## src/rtl/bcd_byte_alu.sv

```systemverilog
module bcd_byte_alu #(
  parameter int REG_W  = 32,
  parameter int ADDR_W = 32
) (
  input  logic              clk,
  input  logic              rst_n,
  input  logic              in_valid,
  input  logic [1:0]        op,
  input  logic              mem_form,
  input  logic              x_in,
  input  logic              z_in,
  input  logic [7:0]        src_byte,
  input  logic [REG_W-1:0]  dst_word,
  input  logic [ADDR_W-1:0] src_ptr,
  input  logic [ADDR_W-1:0] dst_ptr,
  output logic              out_valid,
  output logic [REG_W-1:0]  res_word,
  output logic              c_out,
  output logic              x_out,
  output logic              z_out,
  output logic [ADDR_W-1:0] src_ptr_out,
  output logic [ADDR_W-1:0] dst_ptr_out
);

  localparam int HI_W = REG_W - 8;

  logic        is_neg, is_sub;
  logic [15:0] dst_ext;
  logic [15:0] n_in, n_neg, n_t, n_s, n_m, n_res;
  logic [15:0] a_opnd, a_bias, a_sum, a_cy, a_m, a_res;
  logic [15:0] fin;
  logic        cin, carry, dec_ptr;

  assign is_neg  = op[1];
  assign is_sub  = (op == 2'b01);
  assign dst_ext = {8'h00, dst_word[7:0]};

  // ten's complement of (operand + X): negate path, also feeds subtract
  assign n_in  = is_sub ? {8'h00, src_byte} : dst_ext;
  assign n_neg = 16'h0000 - n_in;
  assign n_t   = (n_neg + 16'hFFFF) ^ {15'd0, ~x_in};
  assign n_s   = n_neg - {15'd0, x_in};
  assign n_m   = ~(n_t ^ n_s) & 16'h0110;
  assign n_res = n_s - ((n_m >> 2) | (n_m >> 3));

  // biased binary add, then undo the bias in digits that did not carry
  assign cin    = ~is_sub & x_in;
  assign a_opnd = is_sub ? n_res : {8'h00, src_byte};
  assign a_bias = a_opnd + 16'h0066;
  assign a_sum  = a_bias + dst_ext + {15'd0, cin};
  assign a_cy   = a_bias ^ dst_ext ^ a_sum;
  assign a_m    = ~a_cy & 16'h0110;
  assign a_res  = a_sum - ((a_m >> 2) | (a_m >> 3));

  assign fin     = is_neg ? n_res : a_res;
  assign carry   = |fin[15:8];
  assign dec_ptr = mem_form & ~is_neg;

  always_ff @(posedge clk) begin
    if (!rst_n) begin
      out_valid   <= 1'b0;
      res_word    <= '0;
      c_out       <= 1'b0;
      x_out       <= 1'b0;
      z_out       <= 1'b0;
      src_ptr_out <= '0;
      dst_ptr_out <= '0;
    end else begin
      out_valid <= in_valid;
      if (in_valid) begin
        res_word    <= {dst_word[REG_W-1:8], fin[7:0]};
        c_out       <= carry;
        x_out       <= carry;
        z_out       <= (fin[7:0] != 8'h00) ? 1'b0 : z_in;
        src_ptr_out <= dec_ptr ? src_ptr - ADDR_W'(1) : src_ptr;
        dst_ptr_out <= dec_ptr ? dst_ptr - ADDR_W'(1) : dst_ptr;
      end
    end
  end

  AST_Z_NEVER_SET: assert property (@(posedge clk) disable iff (!rst_n)
    in_valid && !z_in |=> !z_out);
  AST_Z_CLEARED: assert property (@(posedge clk) disable iff (!rst_n)
    out_valid && (res_word[7:0] != 8'h00) |-> !z_out);
  AST_UPPER_KEPT: assert property (@(posedge clk) disable iff (!rst_n)
    in_valid |=> res_word[REG_W-1:8] == $past(dst_word[REG_W-1:8]));
  AST_PTR_PREDEC: assert property (@(posedge clk) disable iff (!rst_n)
    in_valid && mem_form && !op[1] |=> src_ptr_out == $past(src_ptr) - ADDR_W'(1));
  AST_NEG_PTR_PASS: assert property (@(posedge clk) disable iff (!rst_n)
    in_valid && op[1] |=> dst_ptr_out == $past(dst_ptr));
  AST_NEG_OF_ZERO: assert property (@(posedge clk) disable iff (!rst_n)
    in_valid && op[1] && dst_word[7:0] == 8'h00 && !x_in |=> !c_out && res_word[7:0] == 8'h00);
  AST_VALID_PULSE: assert property (@(posedge clk) disable iff (!rst_n)
    in_valid |=> out_valid);
  AST_HOLD_IDLE: assert property (@(posedge clk) disable iff (!rst_n)
    !in_valid |=> !out_valid && $stable(res_word) && $stable(z_out) && $stable(c_out));

  localparam int UNUSED_HI = HI_W;

endmodule

```

## config.mk

```make
export PLATFORM = sky130hd
export DESIGN_NAME = bcd_byte_alu
export DESIGN_NICKNAME = d
export VERILOG_FILES = /design/src/rtl/bcd_byte_alu.sv
export SDC_FILE = /design/constraint.sdc
export NUM_CORES = 1
export LEC_CHECK = 0
export ABC_AREA = 1
export BUFFER_PORTS_ARGS = -buffer_cell sky130_fd_sc_hd__buf_2
export CORE_MARGIN = 2
export CORE_UTILIZATION = 30
export DETAILED_ROUTE_END_ITERATION = 7
export PLACE_DENSITY = 0.62
export SYNTH_ARGS = -nofsm -noshare
export SYNTH_HDL_FRONTEND = slang
export SYNTH_SLANG_ARGS = --single-unit
```

## constraint.sdc

```tcl
create_clock -name clk -period 14.25 [get_ports clk]
set_input_delay 0 -clock clk [delete_from_list [all_inputs] [get_ports clk]]
set_output_delay 0 -clock clk [all_outputs]
set_load 0.01 [all_outputs]
```

# After elaboration in Yosys (flattened, before gate mapping)
# Cells that the tools add are included.
# Widths: inputs -> output; s select.
# word_totals
register_bits	99
latch_bits	0
ram_bits	0
rom_bits	0
input_bits	112
elab_cells	38
n_memories	0
# classes
addsub	10
mul	0
n_div	0
n_lt_le_gt_ge	0
eq_ne	1
shifts	0
mux	6
bitwise_logic	13
n_reduce_logical	2
# ops
op	n
$mux 32	2
$sub 32x1->32 const B	2
$mux 16	2
$not 9->9	2
$xor 9x9->9	2
$add 16x1->16	1
$add 16x7->16 const B	1
$add 16x8->16	1
$sub 16x7->16	1
$or 7x6->7	2
$sub 10x8->11	1
$sub 9x2->10	1
$add 9x1->9 const B	1
$sub 1x8->9 const A	1
$xor 9x1->9	1
$xor 9x8->9	1
$mux 8	1
$reduce_bool 8->1	1
$reduce_or 8->1	1
$not 1->1	3
$and 1x1->1	2
$eq 2x1->1 const B	1
$mux 1	1

# Longest topological paths before layout
# Gate-level depths: netlist of the first run.
# logic_depth
depth_word	20
mapped_depth	43
depth_no_buf	43

# Worst setup path after synthesis of the first run
# OpenSTA, ideal clock, no wires.
# synth_timing
kind	input-to-reg
start	in op[0]
end	reg c_out
setup_time_ns	0.066
t_arrival_ns	5.289
required_time_ns	14.184
slack_ns	8.895
stages	42
n_path_buf	1
path_cell_list	buf_4 nand2_8 nand2_2 nand2_4 ha_1 inv_1 ha_1 inv_1 nor2_4 nand3_1 o21a_1 ha_1 fa_1 nand2_1 o21ai_0 ha_1 or2_4 nand2_1 [6 not listed] nand2_1 a21oi_1 nor2_1 nor2_1 o21ai_0 ha_1 inv_1 o21ai_0 inv_1 nor2_1 nor2_1 nand2_1 nand3b_1 nor2_1 nand2_1 nand4_1 nand2_1 a21oi_2
# synth_between
elab_chain_len	19
elab_cells_between_ends	23
# synth_rtl
item	line	source
from (decl)	8	input logic [1:0] op,
$eq 2x1->1 (*)	35	assign is_sub = (op == 2'b01);
$mux 8	39	assign n_in = is_sub ? {8'h00, src_byte} : dst_ext;
$sub 1x8->9	40	assign n_neg = 16'h0000 - n_in;
$add 9x1->9	41	assign n_t = (n_neg + 16'hFFFF) ^ {15'd0, ~x_in};
$xor 9x1->9	41	
$xor 9x9->9	43	assign n_m = ~(n_t ^ n_s) & 16'h0110;
$not 9->9	43	
$or 7x6->7	44	assign n_res = n_s - ((n_m >> 2) | (n_m >> 3));
[3 not listed]	n/a	
$add 16x8->16	50	assign a_sum = a_bias + dst_ext + {15'd0, cin};
$add 16x1->16	50	
$xor 9x9->9	51	assign a_cy = a_bias ^ dst_ext ^ a_sum;
$not 9->9	52	assign a_m = ~a_cy & 16'h0110;
$or 7x6->7	53	assign a_res = a_sum - ((a_m >> 2) | (a_m >> 3));
$sub 16x7->16	53	
$mux 16 (*)	55	assign fin = is_neg ? n_res : a_res;
$reduce_or 8->1 (*)	56	assign carry = |fin[15:8];
to (signal assigned)	72	c_out <= carry;
to (decl)	18	output logic c_out,
# Mark *: on every way between the ends. The rest lies on a longest branch, timed or not.
# A chain may end at the register's enable or synchronous reset.

# Worst setup path in the final report of the first run
# layout_timing
start	in op[1]
end	reg c_out
# layout_between
elab_chain_len	19
elab_cells_between_ends	23
# layout_rtl
item	line
$eq 2x1->1	35
$mux 8	39
$sub 1x8->9	40
$add 9x1->9	41
$xor 9x1->9	41
$xor 9x9->9	43
$not 9->9	43
$or 7x6->7	44
[3 not listed]	n/a
$add 16x8->16	50
$add 16x1->16	50
$xor 9x9->9	51
$not 9->9	52
$or 7x6->7	53
$sub 16x7->16	53
$mux 16 (*)	55
$reduce_or 8->1 (*)	56
# Marked as above.

==> results of run 1 <==
-- power by group --
part           switching, mW  leakage, nW  internal, mW  total, mW
Combinational          0.201         3.73         0.128      0.329
Sequential            0.0103        0.824         0.298      0.309
Clock                  0.121        0.150         0.140      0.261
Total                  0.333         4.71         0.566      0.899
-- through the flow --
step | std cells | utilization (%) | hold WS, ns
floorplan | 1079 | - | 0.135
global placement | 1573 | 35.9 | 0.221
detailed placement | 1573 | 35.9 | 0.229
CTS | 1649 | 39.8 | 0.00390
global route | 1650 | 39.8 | 0.0255
finish | 1650 | 39.8 | 0.0162
-- logic make-up after synthesis --
logic type,share of synthesized area [%]
adders and majority gates,4.67
AOI/OAI and AO/OA,14.3
DFF,28.0
buffers and inverters,10.6
xor gates and xnor gates,7.56
and+or+nand+nor,34.8
-- per-layer routing --
metal	vias to the layer above	part of all wire [%]
li1	3946	-
met1	3449	46
met2	188	47
met3	23	5.5
met4	0	1.5
met5	-	0
-- worst max-delay path, delay by kind of cell --
family / cells / cell delay [ns]
and+or+nand+nor: 22 / 2.24
adders and majority gates: 7 / 2.09
AOI/OAI and AO/OA: 6 / 1.07
buffers and inverters: 8 / 0.87
-- sequential cells by signal, summed over array words and instances (netlist names) --
name,flops
c_out,1
out_valid,1
z_out,1
src_ptr_out,32
res_word,32
dst_ptr_out,32
-- synthesized netlist by cell type, types with 7 or more instances --
cell      number
nor2_4         8
nand2_4       10
nand2_1      180
nor4_1         8
inv_1        145
ha_1          20
o211ai_1      13
clkbuf_1      29
a21oi_1       51
xnor2_1       22
nand3_1       56
dfxtp_1       99
nand3_2       10
nor2_1       160
a31oi_1        7
nor3_1        18
nand2_2       27
o21ai_0      105
xor2_1        39
nor2_2        10
nand4_1       15
-- final cells by class --
cell class                 count  area [um^2]  share of cell area, %
timing repair buffer         274         1680                   18.1
antenna                        1         2.50                 0.0270
tap                          319          399                   4.30
inverter                     151          569                   6.14
sequential                    99         1980                   21.4
clock inverter                 7         82.6                  0.890
clock buffer                   9          225                   2.43
multi-input combinational    790         4340                   46.7
-- repair_timing --
item | 4_1_cts | 5_1_grt
hold endpoints to repair | 59 | 0
setup endpoints to repair | 0 | 0
hold buffers | 60 | 0
-- how the worst max path moves through the flow --
stage / slack [ns] / cells after the start / endpoint
2_1_floorplan: 8.89 / 42 / c_out
3_3_place_gp: 8.16 / 42 / res_word[7]
3_5_place_dp: 7.91 / 43 / c_out
4_1_cts: 8.27 / 43 / c_out
5_1_grt: 7.54 / 42 / res_word[7]
6_report: 8.26 / 43 / c_out
==> impl_metrics.json, run 1 <==
{
  "async_flop_share_pct": 0,
  "outcome": "completed",
  "die_width_um": 157,
  "reg2regPathDepth": 3,
  "overflow": 0,
  "drt_wl_total_mm": 22.2,
  "power_leakage_nw": 4.71,
  "synth-seq-area-share_pct": 28.0,
  "via_count": 7606,
  "r2r_start": "src_ptr_out[6]",
  "ant_nets": 0,
  "power_density_nw_per_um2": 96.9,
  "synthToLayoutAreaGrowth_pct": 31.3,
  "met2_usage_pct": 30.2,
  "rows": 56,
  "startpoint": "op[1]",
  "clock-sinks": 99,
  "layout_commonest_cell": "buf_2",
  "met3_usage_pct": 3.83,
  "postLayoutSetupSlackWorst_ns": 8.26,
  "port_buffers": 211,
  "antenna_found_initial": 1,
  "cp_slowest_cell": "o21ai_0",
  "worstHoldPathType": "input pin to flip-flop",
  "synth.net_count": 1215,
  "fin_nets": 1461,
  "clock-root-buffer": "clkbuf_16",
  "ys_ff_latch": 99,
  "ioPinCount": 212,
  "drc": 0,
  "r2r_slack_ns": 13.05,
  "p_total_mw": 0.899,
  "fin_area_um2": 9280,
  "critPathMaxFanout": 24,
  "die_h_um": 157,
  "clock_path_buffers": 2,
  "grt_usage_pct": 17.4,
  "numCtsBuffers": 9,
  "gr-max-usage-layer": "met2",
  "yosys_warnings": 0,
  "max_cap_violations": 0,
  "synth_area_leaders": "dfxtp_1 28%, nand2_1 9.6%, nor2_1 8.5%, inv_1 7.7%, o21ai_0 7.4%",
  "setup_viol": 0,
  "vias_per_cell": 4.61,
  "wire_per_inst_um": 13.5,
  "fmax_mhz": 167,
  "cp-start-kind": "input pin",
  "htreeDepth": 3,
  "slowest_delay_ns": 0.54,
  "ctsResizeCount": 0,
  "critPathArrivalTime_ns": 6.28,
  "r2r_end": "src_ptr_out[6]",
  "timing.final.crit_share_pct": 42.0,
  "synthCells": 1079,
  "dr.pass1.iters": 5,
  "clk_latency_ns": 0.35,
  "worstPathRequired_ns": 14.54,
  "grt_setup_unrepaired": "false",
  "netlist_area_um2": 7070,
  "min_to": "dst_ptr_out[2]",
  "end_kind": "flip-flop",
  "fillCellCount": 2527,
  "drtIter0Drc": 390,
  "die_area_um2": 24800,
  "grt_max_degree": 96,
  "synth_area_per_cell_um2": 6.55,
  "grt_pass1_vias": 7128,
  "whs_path_depth": 3,
  "cpMostUsedCell": "nand2_1",
  "place_hpwl_mm": 16.9,
  "yosysTopAreaCell": "dfxtp_1",
  "synth_cell_types": 41,
  "clkTransAtPathRegs_ns": 0.08,
  "synth-edff-count": 0,
  "skew_ns": 0,
  "place_congestion": 0.876,
  "cts_tree": "built",
  "hold_violations": 0,
  "placed_cell_area_um2": 8370,
  "tns_ns": 0,
  "initial_utilization_pct": 30.3,
  "synth_ff_type": "dfxtp_1",
  "min_period_ns": 5.99,
  "slew_violations": 0,
  "cts_post_setup_buffers_inserted": 0,
  "irDropWorstVdd_uv": 59.8,
  "slew_headroom_pct": 38.9,
  "grt.met1_usage_pct": 21.8,
  "min_from": "dst_ptr[2]",
  "netlist.area_leader.share_pct": 28.0,
  "tightest_slew_ns": 0.916,
  "pre_cts_ws_ns": 7.91,
  "drive_gt1_share_pct": 23.5,
  "crit_type": "input pin to flip-flop",
  "core-area_um2": 23300,
  "grt_pass1_wl_mm": 34.8,
  "final_cell_mix": "210 x buf_2, 180 x nand2_1, 160 x nor2_1"
}
(Power assumes the default switching activity.)
==> run 2, diff against run 1 <==
--- a/config.mk
+++ b/config.mk
@@ -5,12 +5,12 @@
 export SDC_FILE = /design/constraint.sdc
 export NUM_CORES = 1
 export LEC_CHECK = 0
-export ABC_AREA = 1
+export ABC_AREA = 0
 export BUFFER_PORTS_ARGS = -buffer_cell sky130_fd_sc_hd__buf_2
 export CORE_MARGIN = 2
 export CORE_UTILIZATION = 30
 export DETAILED_ROUTE_END_ITERATION = 7
-export PLACE_DENSITY = 0.62
+export PLACE_DENSITY = 0.63
 export SYNTH_ARGS = -nofsm -noshare
 export SYNTH_HDL_FRONTEND = slang
 export SYNTH_SLANG_ARGS = --single-unit
==> constraint.sdc (replaced) <==
create_clock -name clk -period 5.6 [get_ports clk]
set_input_delay 0 -clock clk [delete_from_list [all_inputs] [get_ports clk]]
set_output_delay 0 -clock clk [all_outputs]
set_load 0.01 [all_outputs]
==> impl_metrics.json, run 2 <==
{
  "yosys_warnings": 0,
  "yosysTopAreaCell": "dfxtp_1",
  "antenna_found_initial": 0,
  "reg.largest.list": "dst_ptr_out x32, res_word x32, src_ptr_out x32",
  "min_period_ns": 5.36,
  "critPathMaxFanout": 4,
  "irDropWorstVdd_uv": 151,
  "grt_pass1_wl_mm": 31.6,
  "met2_usage_pct": 27.7,
  "via_count": 6745,
  "setup_viol": 0,
  "outcome": "completed",
  "whs_ns": 0.0153,
  "timing.final.crit_share_pct": 95.8,
  "gr-max-usage-layer": "met2",
  "port_buffers": 211,
  "core-area_um2": 22400,
  "power_density_nw_per_um2": 271,
  "drt_wl_total_mm": 19.8,
  "netlist.area_leader.share_pct": 29.1,
  "place_congestion": 0.861,
  "ys_top_cells_by_count": "99 x dfxtp_1, 79 x nand2_1, 57 x o211a_1, 48 x xnor2_1, 42 x mux2i_1",
  "startpoint": "op[1]",
  "vias_per_cell": 5.00,
  "rows": 55,
  "critPathTopFamily": "adder cells",
  "multi_input_area_um2": 4600,
  "cp_slowest_cell": "or4_1",
  "pre_cts_ws_ns": -0.0912,
  "grt_pass1_vias": 6476,
  "drc": 0,
  "clkTransAtPathRegs_ns": 0.07,
  "r2r_start": "res_word[29]",
  "grt_max_degree": 97,
  "clk_latency_ns": 0.34,
  "numCtsBuffers": 9,
  "skew_ns": 0,
  "clock_path_buffers": 2,
  "seq_area_um2": 1980,
  "hold_violations": 0,
  "synth_area_leaders": "dfxtp_1 29%, o211a_1 8.4%, mux2i_1 6.2%, xnor2_1 6.2%, nand2_1 4.4%",
  "die_width_um": 155,
  "synth-seq-area-share_pct": 29.1,
  "place_hpwl_mm": 14.7,
  "whs_path_depth": 4,
  "async_flop_share_pct": 0,
  "drtIter0Drc": 287,
  "ys_ff_latch": 99,
  "die_area_um2": 23900,
  "yosysMostFrequentCell": "dfxtp_1",
  "power_leakage_nw": 4.40,
  "slew_violations": 0,
  "final_cell_mix": "210 x buf_2, 99 x dfxtp_1, 79 x nand2_1",
  "met3_usage_pct": 5.07,
  "synthCells": 802,
  "dr.pass1.iters": 5,
  "die_h_um": 155,
  "initial_utilization_pct": 30.3,
  "reg2regPathDepth": 3,
  "drive_gt1_share_pct": 28.6,
  "slowest_delay_ns": 0.51,
  "critPathArrivalTime_ns": 5.64,
  "crit_type": "input pin to flip-flop",
  "cpMostUsedCell": "inv_1",
  "slew_headroom_pct": 42.0,
  "placedCellCount": 1287,
  "placed_cell_area_um2": 8340,
  "layout_commonest_cell": "buf_2",
  "instances_no_fill": 1348,
  "cts_tree": "built",
  "grt.met1_usage_pct": 19.3,
  "fmax_mhz": 186,
  "min_from": "src_ptr[10]",
  "overflow": 0,
  "worstHoldPathType": "input pin to flip-flop",
  "grt_usage_pct": 16.1,
  "ant_nets": 0,
  "synth_cell_types": 66,
  "fin_util_pct": 40.7,
  "ioPinCount": 212,
  "synthToLayoutAreaGrowth_pct": 34.3,
  "htreeDepth": 3,
  "synth.net_count": 938,
  "max_cap_violations": 0,
  "worstPathRequired_ns": 5.88,
  "end_kind": "flip-flop",
  "cp_num_buf_inv": 5,
  "wire_per_inst_um": 14.7,
  "fin_nets": 1193,
  "cp-start-kind": "input pin",
  "postLayoutSetupSlackWorst_ns": 0.237,
  "synth_area_per_cell_um2": 8.48,
  "clock-root-buffer": "clkbuf_16",
  "netlist_area_um2": 6800,
  "synth_ff_type": "dfxtp_1",
  "fillCellCount": 2284,
  "synth-edff-count": 0,
  "clock-sinks": 99,
  "critical_path_depth": 28,
  "tightest_slew_ns": 0.870,
  "fin_area_um2": 9130
}
-- run 2: metrics by stage --
stage / power (mW) / TNS [ns]
after floorplan: 1.44 / -1.27
after global placement: 1.74 / 0
after detailed placement: 1.75 / -0.109
after CTS: 2.49 / 0
after global routing: 2.64 / -0.0366
final: 2.48 / 0
-- run 2: area by class of cell --
| class | instances | area share, % |
|---|---|---|
| timing repair buffer | 291 | 19.3 |
| clock inverter | 6 | 1.25 |
| sequential | 99 | 21.7 |
| multi-input combinational | 634 | 50.4 |
| antenna | 2 | 0.0548 |
| inverter | 22 | 0.904 |
| clock buffer | 9 | 2.47 |
| tap | 285 | 3.90 |
-- run 2: timing repair --
| action | CTS | global route |
|---|---|---|
| resized for setup | 0 | 5 |
| setup buffers | 0 | 3 |
| endpoints found under the hold margin | 38 | 0 |
| setup endpoints to repair | 0 | 3 |
| hold buffers | 41 | 0 |
-- run 2: worst paths after layout --
path	to	slack (ns)
hold reg to reg	src_ptr_out[21]	0.48
setup reg to reg	res_word[29]	4.40
setup / recovery	c_out	0.24
hold / removal	src_ptr_out[10]	0.02
-- run 2: cell families (layout without fill, tap and decap cells) --
kind of cell | Yosys count | after routing | share of synthesized area (%)
XOR/XNOR | 77 | 77 | 10.0
buffers and inverters | 69 | 328 | 4.12
adder cells (fa/ha/maj) | 24 | 24 | 4.86
multiplexers | 45 | 45 | 6.68
AO/OA/AOI/OAI | 177 | 177 | 21.1
other | 0 | 2 | 0
AND/OR/NAND/NOR | 311 | 311 | 24.1
flip-flops | 99 | 99 | 29.1
-- run 2: worst reg2reg max path, cell delays in order, from the launching register on --
cell           delay, ns
dfxtp_1             0.33
mux2i_1             0.07
nor2b_1             0.17
dlygate4sd3_1       0.57
-- run 2: routing by layer --
| metal | up-vias | share of wire [%] |
|---|---|---|
| met3 | 24 | 7.9 |
| met5 | - | 0 |
| met4 | 0 | 1.6 |
| met1 | 3113 | 42 |
| li1 | 3421 | - |
| met2 | 187 | 48 |
-- run 2: report_power, final --
group	internal, mW	switching [mW]
Sequential	0.760	0.0288
Clock	0.437	0.273
Combinational	0.458	0.520
==> run 3, diff against run 2 <==
--- a/config.mk
+++ b/config.mk
@@ -7,10 +7,12 @@
 export LEC_CHECK = 0
 export ABC_AREA = 0
 export BUFFER_PORTS_ARGS = -buffer_cell sky130_fd_sc_hd__buf_2
+export CELL_PAD_IN_SITES_DETAIL_PLACEMENT = 1
+export CELL_PAD_IN_SITES_GLOBAL_PLACEMENT = 1
 export CORE_MARGIN = 2
 export CORE_UTILIZATION = 30
 export DETAILED_ROUTE_END_ITERATION = 7
-export PLACE_DENSITY = 0.63
+export PLACE_DENSITY = 0.73
 export SYNTH_ARGS = -nofsm -noshare
 export SYNTH_HDL_FRONTEND = slang
 export SYNTH_SLANG_ARGS = --single-unit
==> impl_metrics.json, run 3 (same netlist as run 2, synthesis figures left out) <==
{
  "outcome": "completed",
  "antenna_found_initial": 1,
  "synthToLayoutAreaGrowth_pct": 33.8,
  "ioPinCount": 212,
  "place_congestion": 0.836,
  "irDropWorstVdd_uv": 173,
  "wire_per_inst_um": 16.9,
  "setup_viol": 0,
  "slew_violations": 0,
  "clkTransAtPathRegs_ns": 0.07,
  "ant_nets": 0,
  "clk_latency_ns": 0.34,
  "slew_headroom_pct": 34.2,
  "critPathArrivalTime_ns": 5.58,
  "diodes": 0,
  "worstPathRequired_ns": 5.87,
  "die_area_um2": 23900,
  "end_kind": "flip-flop",
  "skew_ns": 0,
  "layout_commonest_cell": "buf_2",
  "grt_max_degree": 100,
  "clock-sinks": 99,
  "cp_num_buf_inv": 4,
  "drc": 0,
  "die_h_um": 155,
  "numCtsBuffers": 9,
  "power_leakage_nw": 4.37,
  "die_width_um": 155,
  "critPathMaxFanout": 4,
  "critPathTopFamily": "simple AND/OR/NAND/NOR gates",
  "grt_pass1_vias": 7179,
  "slowest_delay_ns": 0.52,
  "fin_area_um2": 9100,
  "initial_utilization_pct": 30.3,
  "min_period_ns": 5.30,
  "clock-root-buffer": "clkbuf_16",
  "cpMostUsedCell": "nor2_1",
  "critical_path_depth": 31,
  "power_density_nw_per_um2": 276,
  "fin_nets": 1189,
  "rows": 55,
  "fillCellCount": 2736,
  "timing.final.crit_share_pct": 94.7,
  "port_buffers": 211,
  "tightest_slew_ns": 0.986,
  "core-area_um2": 22400,
  "whs_path_depth": 3,
  "clock_path_buffers": 2,
  "dr.pass1.iters": 4,
  "p_total_mw": 2.51,
  "placed_cell_area_um2": 8380,
  "max_cap_violations": 0,
  "hold_violations": 0,
  "cts_tree": "built",
  "vias_per_cell": 5.10,
  "crit_type": "input pin to flip-flop",
  "drive_gt1_share_pct": 29.7,
  "reg2regPathDepth": 2,
  "final_cell_mix": "210 x buf_2, 99 x dfxtp_1, 79 x nand2_1",
  "reg.largest.list": "dst_ptr_out x32, res_word x32, src_ptr_out x32",
  "overflow": 0,
  "cp_slowest_cell": "or4_1",
  "via_count": 6850,
  "grt_usage_pct": 18.8,
  "drtIter0Drc": 226,
  "worstHoldPathType": "input pin to flip-flop",
  "drt_wl_total_mm": 22.6,
  "cp-start-kind": "input pin",
  "place_hpwl_mm": 16.7,
  "grt_pass1_wl_mm": 36.6,
  "fmax_mhz": 189,
  "htreeDepth": 3
}
==> run 3: changes by cell type in the layout (fill, tap and decap cells not counted), moves of 2 or more <==
cell           previous run  this run
a21oi_2                   3         6
dlygate4sd3_1            41        31
a21oi_1                  35        32
diode_2                   2         0
buf_4                    39        45
==> run 3: worst paths after layout <==
| path | from | end | slack [ns] |
|---|---|---|---|
| worst min register to register | src_ptr_out[7] | src_ptr_out[7] | 0.48 |
| worst min-delay path | src_ptr[26] | src_ptr_out[26] | 0.02 |
| worst max register to register | res_word[25] | res_word[25] | 4.83 |
| worst max-delay path | op[1] | c_out | 0.30 |
==> run 3: what timing repair did <==
| action | CTS | global route |
|---|---|---|
| hold buffers | 31 | 0 |
| buffers inserted | 0 | 3 |
| endpoints found under the hold margin | 31 | 0 |
| endpoints found under the setup margin | 0 | 4 |
| resized for setup | 0 | 10 |
==> run 3: where the power goes <==
part | internal, mW | switching (mW)
Sequential | 0.760 | 0.0292
Clock | 0.410 | 0.291
Combinational | 0.471 | 0.551
==> run 3: area by class of cell <==
class,count,area [um^2],share of cell area (%)
clock buffer,10,239,2.63
multi-input combinational,634,4630,50.9
timing repair buffer,287,1710,18.8
clock inverter,6,96.3,1.06
sequential,99,1980,21.8
tap,285,357,3.92
inverter,22,82.6,0.908
==> run 3: per-stage QoR <==
step	TNS [ns]	hold WS (ns)	util, %	setup slack (ns)	cells
after global routing	-0.0557	0.0246	40.5	-0.0518	1343
after CTS	0	0.000724	40.2	0.118	1340
after floorplan	-1.27	0.155	-	-0.466	802
final	0	0.0174	40.5	0.297	1343
after global placement	-0.00151	0.256	37.4	-0.00151	1293
after detailed placement	-0.410	0.267	37.4	-0.210	1293
==> run 3: worst register-to-register path, stage by stage, from the launching register on <==
cell and delay (ns):
dfxtp_1 0.37, mux2i_1 0.09, nor2b_1 0.22
==> run 3: routing by layer <==
layer | track usage [%] | part of all wire (%) | up-vias
met5 | 0 | 0.057 | -
met4 | 4.76 | 1.7 | 2
met3 | 5.58 | 6.3 | 27
met2 | 34.7 | 51 | 135
met1 | 21.2 | 41 | 3292
li1 | - | - | 3394
